==> src/rtl/sram_ctl_pkg.sv <==
package sram_ctl_pkg;

  typedef enum logic [2:0] {
    ST_IDLE,
    ST_SETUP,
    ST_PULSE,
    ST_HOLD,
    ST_ACCESS,
    ST_RECOVER
  } st_e;

  // whole clocks covering t_ps, never less than one
  function automatic int cyc_ceil(input int t_ps, input int clk_ps);
    int c;
    c = (t_ps + clk_ps - 1) / clk_ps;
    return (c < 1) ? 1 : c;
  endfunction

  function automatic int imax(input int a, input int b);
    return (a > b) ? a : b;
  endfunction

endpackage

==> src/rtl/sram_phase_timer.sv <==
module sram_phase_timer #(
  parameter int CW = 3
) (
  input  logic          clk_i,
  input  logic          rst_ni,
  input  logic          load_i,
  input  logic [CW-1:0] load_val_i,
  output logic          expired_o
);

  logic [CW-1:0] cnt_q;

  always_ff @(posedge clk_i or negedge rst_ni) begin
    if (!rst_ni)                cnt_q <= '0;
    else if (load_i)            cnt_q <= load_val_i;
    else if (cnt_q != '0)       cnt_q <= cnt_q - 1'b1;
  end

  assign expired_o = (cnt_q == '0);

endmodule

==> src/rtl/sram_data_path.sv <==
module sram_data_path #(
  parameter int DW = 8
) (
  input  logic          clk_i,
  input  logic          rst_ni,
  input  logic          latch_i,
  input  logic [DW-1:0] wdata_i,
  input  logic          drv_en_d_i,
  input  logic          capture_i,
  input  logic [DW-1:0] dq_i,
  output logic [DW-1:0] dq_o,
  output logic          dq_oe_o,
  output logic [DW-1:0] rdata_o
);

  always_ff @(posedge clk_i or negedge rst_ni) begin
    if (!rst_ni) begin
      dq_o    <= '0;
      dq_oe_o <= 1'b0;
      rdata_o <= '0;
    end else begin
      dq_oe_o <= drv_en_d_i;
      if (latch_i)   dq_o    <= wdata_i;
      if (capture_i) rdata_o <= dq_i;
    end
  end

endmodule

==> src/rtl/sram_async_ctl.sv <==
module sram_async_ctl
  import sram_ctl_pkg::*;
#(
  parameter int AW        = 17,
  parameter int DW        = 8,
  parameter int CLK_PS    = 8000,
  parameter int T_AS_PS   = 0,
  parameter int T_WP_PS   = 12000,
  parameter int T_DW_PS   = 7000,
  parameter int T_DH_PS   = 0,
  parameter int T_AA_PS   = 15000,
  parameter int T_OE_PS   = 7000,
  parameter int T_HZ_PS   = 7000,
  parameter int T_WR_PS   = 0
) (
  input  logic          clk_i,
  input  logic          rst_ni,
  input  logic          req_i,
  input  logic          we_i,
  input  logic [AW-1:0] addr_i,
  input  logic [DW-1:0] wdata_i,
  output logic          ready_o,
  output logic          done_o,
  output logic [DW-1:0] rdata_o,
  output logic [AW-1:0] sram_addr_o,
  output logic          sram_cs_n_o,
  output logic          sram_we_n_o,
  output logic          sram_oe_n_o,
  output logic [DW-1:0] sram_dq_o,
  input  logic [DW-1:0] sram_dq_i,
  output logic          sram_dq_oe_o
);

  localparam int N_AS  = cyc_ceil(T_AS_PS, CLK_PS);
  localparam int N_WP  = imax(cyc_ceil(T_WP_PS, CLK_PS), cyc_ceil(T_DW_PS, CLK_PS));
  localparam int N_DH  = cyc_ceil(T_DH_PS, CLK_PS);
  localparam int N_RD  = imax(cyc_ceil(T_AA_PS, CLK_PS), cyc_ceil(T_OE_PS, CLK_PS));
  localparam int N_TA  = cyc_ceil(T_HZ_PS, CLK_PS);
  localparam int N_REC = imax(N_TA, cyc_ceil(T_WR_PS, CLK_PS));
  localparam int N_MAX = imax(imax(imax(N_AS, N_WP), imax(N_DH, N_RD)), N_REC);
  localparam int CW    = $clog2(N_MAX + 1);

  st_e           state_q, state_d;
  logic          t_load, t_expired;
  logic [CW-1:0] t_val;
  logic          accept, capture, drv_en_d;

  assign accept  = (state_q == ST_IDLE) && req_i;
  assign capture = (state_q == ST_ACCESS) && t_expired;

  always_comb begin
    state_d = state_q;
    t_load  = 1'b0;
    t_val   = '0;
    unique case (state_q)
      ST_IDLE: if (req_i) begin
        state_d = we_i ? ST_SETUP : ST_ACCESS;
        t_load  = 1'b1;
        t_val   = we_i ? CW'(N_AS - 1) : CW'(N_RD - 1);
      end
      ST_SETUP: if (t_expired) begin
        state_d = ST_PULSE;
        t_load  = 1'b1;
        t_val   = CW'(N_WP - 1);
      end
      ST_PULSE: if (t_expired) begin
        state_d = ST_HOLD;
        t_load  = 1'b1;
        t_val   = CW'(N_DH - 1);
      end
      ST_HOLD, ST_ACCESS: if (t_expired) begin
        state_d = ST_RECOVER;
        t_load  = 1'b1;
        t_val   = CW'(N_REC - 1);
      end
      ST_RECOVER: if (t_expired) state_d = ST_IDLE;
      default: state_d = ST_IDLE;
    endcase
  end

  // pins are registered from the next state so they change cleanly with it
  assign drv_en_d = (state_d == ST_SETUP) || (state_d == ST_PULSE) || (state_d == ST_HOLD);

  always_ff @(posedge clk_i or negedge rst_ni) begin
    if (!rst_ni) begin
      state_q     <= ST_IDLE;
      sram_cs_n_o <= 1'b1;
      sram_we_n_o <= 1'b1;
      sram_oe_n_o <= 1'b1;
      ready_o     <= 1'b1;
      done_o      <= 1'b0;
      sram_addr_o <= '0;
    end else begin
      state_q     <= state_d;
      sram_cs_n_o <= !(drv_en_d || (state_d == ST_ACCESS));
      sram_we_n_o <= (state_d != ST_PULSE);
      sram_oe_n_o <= (state_d != ST_ACCESS);
      ready_o     <= (state_d == ST_IDLE);
      done_o      <= (state_d == ST_RECOVER) && (state_q != ST_RECOVER);
      if (accept) sram_addr_o <= addr_i;
    end
  end

  sram_phase_timer #(.CW(CW)) u_timer (
    .clk_i      (clk_i),
    .rst_ni     (rst_ni),
    .load_i     (t_load),
    .load_val_i (t_val),
    .expired_o  (t_expired)
  );

  sram_data_path #(.DW(DW)) u_data (
    .clk_i      (clk_i),
    .rst_ni     (rst_ni),
    .latch_i    (accept && we_i),
    .wdata_i    (wdata_i),
    .drv_en_d_i (drv_en_d),
    .capture_i  (capture),
    .dq_i       (sram_dq_i),
    .dq_o       (sram_dq_o),
    .dq_oe_o    (sram_dq_oe_o),
    .rdata_o    (rdata_o)
  );

  // window counters for the timing checks
  logic [CW-1:0] we_low_cnt_q, oe_high_cnt_q;

  always_ff @(posedge clk_i or negedge rst_ni) begin
    if (!rst_ni) begin
      we_low_cnt_q  <= '0;
      oe_high_cnt_q <= '0;
    end else begin
      if (sram_we_n_o)                     we_low_cnt_q <= '0;
      else if (we_low_cnt_q < CW'(N_MAX))  we_low_cnt_q <= we_low_cnt_q + 1'b1;
      if (!sram_oe_n_o)                    oe_high_cnt_q <= '0;
      else if (oe_high_cnt_q < CW'(N_MAX)) oe_high_cnt_q <= oe_high_cnt_q + 1'b1;
    end
  end

  assert_oe_off_while_driving_R4: assert property (@(posedge clk_i) disable iff (!rst_ni)
    sram_dq_oe_o |-> sram_oe_n_o);

  assert_strobe_width_R5: assert property (@(posedge clk_i) disable iff (!rst_ni)
    $rose(sram_we_n_o) |-> (we_low_cnt_q == CW'(N_WP)));

  assert_strobe_in_select_R5: assert property (@(posedge clk_i) disable iff (!rst_ni)
    !sram_we_n_o |-> !sram_cs_n_o);

  assert_data_held_R6: assert property (@(posedge clk_i) disable iff (!rst_ni)
    (!sram_we_n_o && $past(!sram_we_n_o)) |-> $stable(sram_dq_o));

  assert_driver_after_strobe_R6: assert property (@(posedge clk_i) disable iff (!rst_ni)
    $rose(sram_we_n_o) |-> sram_dq_oe_o);

  assert_busy_after_accept_R7: assert property (@(posedge clk_i) disable iff (!rst_ni)
    (ready_o && req_i) |=> !ready_o);

  assert_turnaround_R8: assert property (@(posedge clk_i) disable iff (!rst_ni)
    $rose(sram_dq_oe_o) |-> (oe_high_cnt_q >= CW'(N_TA)));

  assert_addr_stable_R9: assert property (@(posedge clk_i) disable iff (!rst_ni)
    (!sram_cs_n_o && $past(!sram_cs_n_o)) |-> $stable(sram_addr_o));

  assert_done_pulse_R10: assert property (@(posedge clk_i) disable iff (!rst_ni)
    done_o |=> (!done_o && ready_o));

endmodule

==> config.mk <==
export PLATFORM = sky130hd
export DESIGN_NAME = sram_async_ctl
export DESIGN_NICKNAME = d
export VERILOG_FILES = /design/src/rtl/sram_ctl_pkg.sv /design/src/rtl/sram_phase_timer.sv /design/src/rtl/sram_data_path.sv /design/src/rtl/sram_async_ctl.sv
export SDC_FILE = /design/constraint.sdc
export NUM_CORES = 1
export LEC_CHECK = 0
export ABC_CLOCK_PERIOD_IN_PS = 2200
export BUFFER_PORTS_ARGS = -buffer_cell sky130_fd_sc_hd__buf_2
export CAP_MARGIN = 20
export CORE_ASPECT_RATIO = 2
export CORE_MARGIN = 1
export CORE_UTILIZATION = 40
export CTS_BUF_LIST = sky130_fd_sc_hd__clkbuf_2 sky130_fd_sc_hd__clkbuf_4 sky130_fd_sc_hd__clkbuf_8
export DETAILED_ROUTE_END_ITERATION = 8
export HOLD_SLACK_MARGIN = 0.1
export PLACE_DENSITY = 0.78
export SLEW_MARGIN = 20
export SYNTH_ARGS = -nofsm -noshare
export SYNTH_HDL_FRONTEND = slang
export SYNTH_SLANG_ARGS = --single-unit
==> constraint.sdc <==
create_clock -name clk_i -period 2.2 [get_ports clk_i]
set_input_delay 0.11 -clock clk_i [delete_from_list [all_inputs] [get_ports clk_i]]
set_output_delay 0.11 -clock clk_i [all_outputs]
set_load 0.02 [all_outputs]
Word-level counts from Yosys, hierarchy flattened
Cells that the tools add are included.
Cells by class
  $add $sub $neg: 1
  eq/ne operators: 13
  mux-type cells: 16
  reduce and logical (&&, ||, !) cells: 15
Operator list (number)
  3-bit 2-to-1 mux: 6
  3-bit one-hot mux with 5 select lines: 1
  3-bit by 2-bit equality test with 1-bit output (second input constant): 4
  3-bit equality test (second input constant): 4
  3-bit by 1-bit equality test with 1-bit output (second input constant): 2
  3-bit zero test: 2
  3-bit inequality test (second input constant): 2
  1-bit 2-to-1 mux: 5
  1-bit logical AND: 4
  2-bit 2-to-1 mux: 2
  1-bit one-hot mux with 2 select lines: 2
  2-bit nonzero test: 2
  4-bit OR reduction: 1
  1-bit logical OR: 3
  3-bit by 2-bit inequality test with 1-bit output (second input constant): 1
  2-bit zero test: 1
  2-bit OR reduction: 1
  2-bit by 1-bit subtractor with 2-bit output (second input constant): 1
  1-bit zero test: 1
Word-level totals
  register bits: 44
  input port bits: 37
  word-level logic and storage cells: 56

Longest topological paths before layout
  depth in word-level cells: 8
  depth in mapped cells: 6
  gate-level depth less buffers: 5

Modules after synthesis
Synthesis repeated with hierarchy kept, for this count alone.
Unflattened totals
  cell total of the unflattened synthesis: 138
  area, all modules: 1950.6 µm²
Modules (own cells, without submodules)
  sram_async_ctl: times used 1, cells each 91, area each 1148.6 µm², seq. area each 630.6 µm²
  sram_data_path: times used 1, cells each 35, area each 688.2 µm², seq. area each 425.4 µm²
  sram_phase_timer: times used 1, cells each 12, area each 113.9 µm², seq. area each 50.0 µm²

Least setup slack after synthesis
No wires, ideal clock.
  path kind: reg2reg
  from: reg state_q[0]
  to: reg u_data.rdata_o[0]
  library setup time: 0.125 ns
  data arrival time: 1.318 ns
  data required time: 2.075 ns
  path slack: 0.758 ns
  stages on the path, launching flop included: 6
  buffers on the path: 2
  clock period less this slack: 1.442 ns
  path through: dfrtp_1 > buf_4 > nor2_1 > and3_1 > buf_4 > mux2_2
On the way
  cells in the longest elaborated chain, start to end: 2
RTL lines
  start, declared: RTL line sram_async_ctl.sv:43  | st_e state_q, state_d;
  start signal, assigned: RTL line sram_async_ctl.sv:94  | state_q <= state_d;
  3-bit equality test: RTL line sram_async_ctl.sv:49  | assign capture = (state_q == ST_ACCESS) && t_expired;
  1-bit logical AND: RTL line sram_async_ctl.sv:49
  end signal, assigned: RTL line sram_data_path.sv:24  | if (capture_i) rdata_o <= dq_i;
  end, declared: RTL line sram_data_path.sv:13  | output logic [DW-1:0] rdata_o
Every way passes these cells.
A chain may end at the register's enable or synchronous reset.

Worst setup path in the final report
  from: reg state_q[1]
  to: reg u_data.rdata_o[2]
Same word-level chain as after synthesis.

==> out/metrics.csv <==
stage,metric,value,unit
outcome,status,completed,
global_route,grtUsageMet1,18.2,%
placed_design,port-buffer-count,75,
pwr,switchingPower,1510,uW
sta,slew_viol_final,0,
layout,multi_input_area,687,um^2
floorplanning,die_area,0.00492,mm^2
setup_path,arrival,1.95,ns
global_route,grtUsageMet2,33.5,%
floorplanning,ios,76,
sta,finalSetupViolCount,0,
setup_path,startpoint_type,flop,
setup_path,cp_top_family,simple AND/OR/NAND/NOR gates,
yosys,synth-compound-area-share,6.69,%
global_route,busiest_layer,met2,
global_route,gr-usage-all-layers,18.4,%
setup_path,rrSetupSlack,0.43,ns
global_route,grt_antenna_before_repair,0,
layout,final_area,0.00271,mm^2
yosys,synth-async-reset-ratio,100,%
setup_path,cpMaxStageDelayCell,dfrtp_1,
clocking,hold_buffers,34,
floorplanning,core,0.00438,mm^2
drt,wl_per_cell,13.6,um
drt,routed_wirelength,4.10,mm
clocking,cts_tree,yes,
clocking,cts_buffers,5,
floorplanning,rows,34,
setup_path,worstPathRequired,2.37,ns
pwr,leakage,0.00133,uW
yosys,synth_top_area_cell,dfrtp_1,
drt,drtIter0Drc,12,
sta,hold_viol,0,
placed_design,dp_hpwl,2.79,mm
setup_path,startpoint,state_q[1],
placed_design,gp_congestion,0.859,
setup_path,path_max_fanout,8,
yosys,synth_xor_area_share,0.473,%
setup_path,path_cells,buf_4 > nor2_1 > and3_1 > mux2_2,
global_route,grt_use_met3,4.21,%
run,cap_viol_max_count,0,
setup_path,rr_startpoint,state_q[1],
pwr,sw_frac_of_total,39.2,%
yosys,ys_seq_area_share,59.7,%
sta,slew_headroom,36.2,%
yosys,syn_area_per_cell,13.7,um^2
min_path,hold_class,input port to flop,
sta,fmax,0.564,GHz
setup_path,slowest_delay,0.45,ns
global_route,grt_max_degree,45,
min_path,min-delay-start,we_i,
yosys,synth_top_area_share,54.1,%
yosys,synth_common_cells,"dfrtp_1 (40), mux2_2 (25), mux2_4 (8), nand2_1 (7), o21ai_0 (7)",
drt,vias,1450,
global_route,grt_pass1_vias,1571,
floorplanning,die_w,50.1,um
layout,fin_util,61.8,%
yosys,synth-adder-area-share,0.676,%
yosys,yosys_warnings,0,
drt,vias_per_cell,4.80,
pwr,comb_power_share,48.9,%
clocking,cts_root_buf,clkbuf_8,
yosys,synthCells,135,
pwr,ir_drop,0.835,mV
yosys,synth_top_family_by_area,multiplexers,
layout,area_growth,46.1,%
yosys,synth.most_common_cell,dfrtp_1,
clocking,clock_path_buffers,2,
pwr,p_total,3850,uW
floorplanning,die-height,98.2,um
layout,layout.nets,285,
pwr,clkPwrFrac,13.1,%
yosys,synth_mux_area_share,22.2,%
layout,regArea,0.00111,mm^2
clocking,clock_latency,0.29,ns
drt,drc,0,
pwr,pwr_density_cell,1420,mW/mm^2
placed_design,dpl_cell_area,0.00227,mm^2
sta,fin_crit,1.77,ns
yosys,yosys.area_share.simple,7.03,%
sta,rsz0062_at_grt,false,
sta,tns,0,ns
sta,hold_ws,0.176,ns
yosys,synth_edf_count,0,
clocking,postCtsSetupBuffers,0,
layout,fillers,339,
setup_path,crit_type,flop to flop,
pwr,seqPwrFrac,38.1,%
yosys,synth_nets,173,
yosys,ys_ff_latch,44,
sta,period_share,80.6,%
layout,drive_gt1_share,50.8,%
yosys,synth_flop_cell,dfrtp_1,
pwr,p_int,2340,uW
setup_path,cp-end-kind,flop,
global_route,grt_pass1_wl,6.87,mm
yosys,netlist_area,0.00185,mm^2
clocking,clk_pin_slew,0.07,ns
yosys,synth_cell_type_count,33,
sta,fin_skew,0.00517,ns
setup_path,cp.buffers_inverters,1,
floorplanning,start_util,42.3,%
drt,firstDrtPassIters,4,
clocking,htree_num_levels,2,
layout,n_antenna_cell,0,
clocking,cts.sinks,44,
global_route,grt-ovfl-total,0,
sta,worst_slew_pin_slew,0.957,ns
drt,ant_nets,0,
clocking,post_cts_resized,0,
yosys,synthTopCellsByArea,"dfrtp_1 (54%), mux2_2 (15%), mux2_4 (6.5%)",
-- layout make-up --
cell class	count	area share, %
Clock buffer	6	3.05
Multi-Input combinational cell	80	25.4
Inverter	4	0.555
Clock inverter	2	0.370
Timing Repair Buffer	112	27.3
Tap cell	54	2.50
Sequential cell	44	40.9
-- power groups by stage --
stage	combinational (uW)	sequential, uW	clock [uW]
final	1880	1470	503
after global routing	2020	1520	554
after CTS	1890	1460	528
after detailed placement	1840	1480	0
after global placement	1810	1470	0
after floorplan	889	1880	0
-- layout by cell type (no fill, tap or decap), types with 5 or more instances in the layout --
| cell type | count |
|---|---|
| a21oi_1 | 5 |
| buf_2 | 75 |
| clkbuf_8 | 6 |
| dfrtp_1 | 40 |
| dlygate4sd3_1 | 34 |
| mux2_2 | 25 |
| mux2_4 | 8 |
| nand2_1 | 7 |
| nor2_1 | 6 |
| o21ai_0 | 7 |
-- path summary, 6_finish.rpt --
| path | end | cells past startpoint |
|---|---|---|
| min | sram_oe_n_o | 3 |
| min in group asynchronous | done_o | 2 |
| min reg2reg | u_data.rdata_o[1] | 1 |
| max in group asynchronous | sram_addr_o[14] | 2 |
| max reg2reg | u_data.rdata_o[2] | 4 |
| max | u_data.rdata_o[2] | 4 |
-- logic make-up (layout without fill, tap and decap cells) --
kind of cell	Yosys count	after routing
flops	44	44
mux	34	34
simple gates	24	24
compound gates	20	20
buf+inv	11	124
fa+ha+maj	1	1
xor+xnor	1	1
-- per-layer routing --
metal / wire length (um) / up-vias
met5: 0 / -
li1: - / 689
met2: 2280 / 59
met4: 144 / 0
met1: 1480 / 690
met3: 188 / 12
-- stage by stage --
stage               cells  worst slack [ns]
global placement      260             0.478
CTS                   302             0.432
detailed placement    260             0.442
finish                302             0.427
global route          302             0.336
floorplan             135             0.758
-- sequential cells by signal, indices dropped and copies added (netlist names) --
name,count
u_timer.cnt_q,2
u_data.rdata_o,8
u_data.dq_oe_o,1
done_o,1
sram_cs_n_o,1
sram_oe_n_o,1
ready_o,1
u_data.dq_o,8
state_q,3
sram_we_n_o,1
sram_addr_o,17
-- worst min-delay path: stages --
cell and delay, ns:
buf_2 0.13, o21ai_0 0.11, nand2_1 0.07
Note: power is estimated with default switching activity, not from simulation.
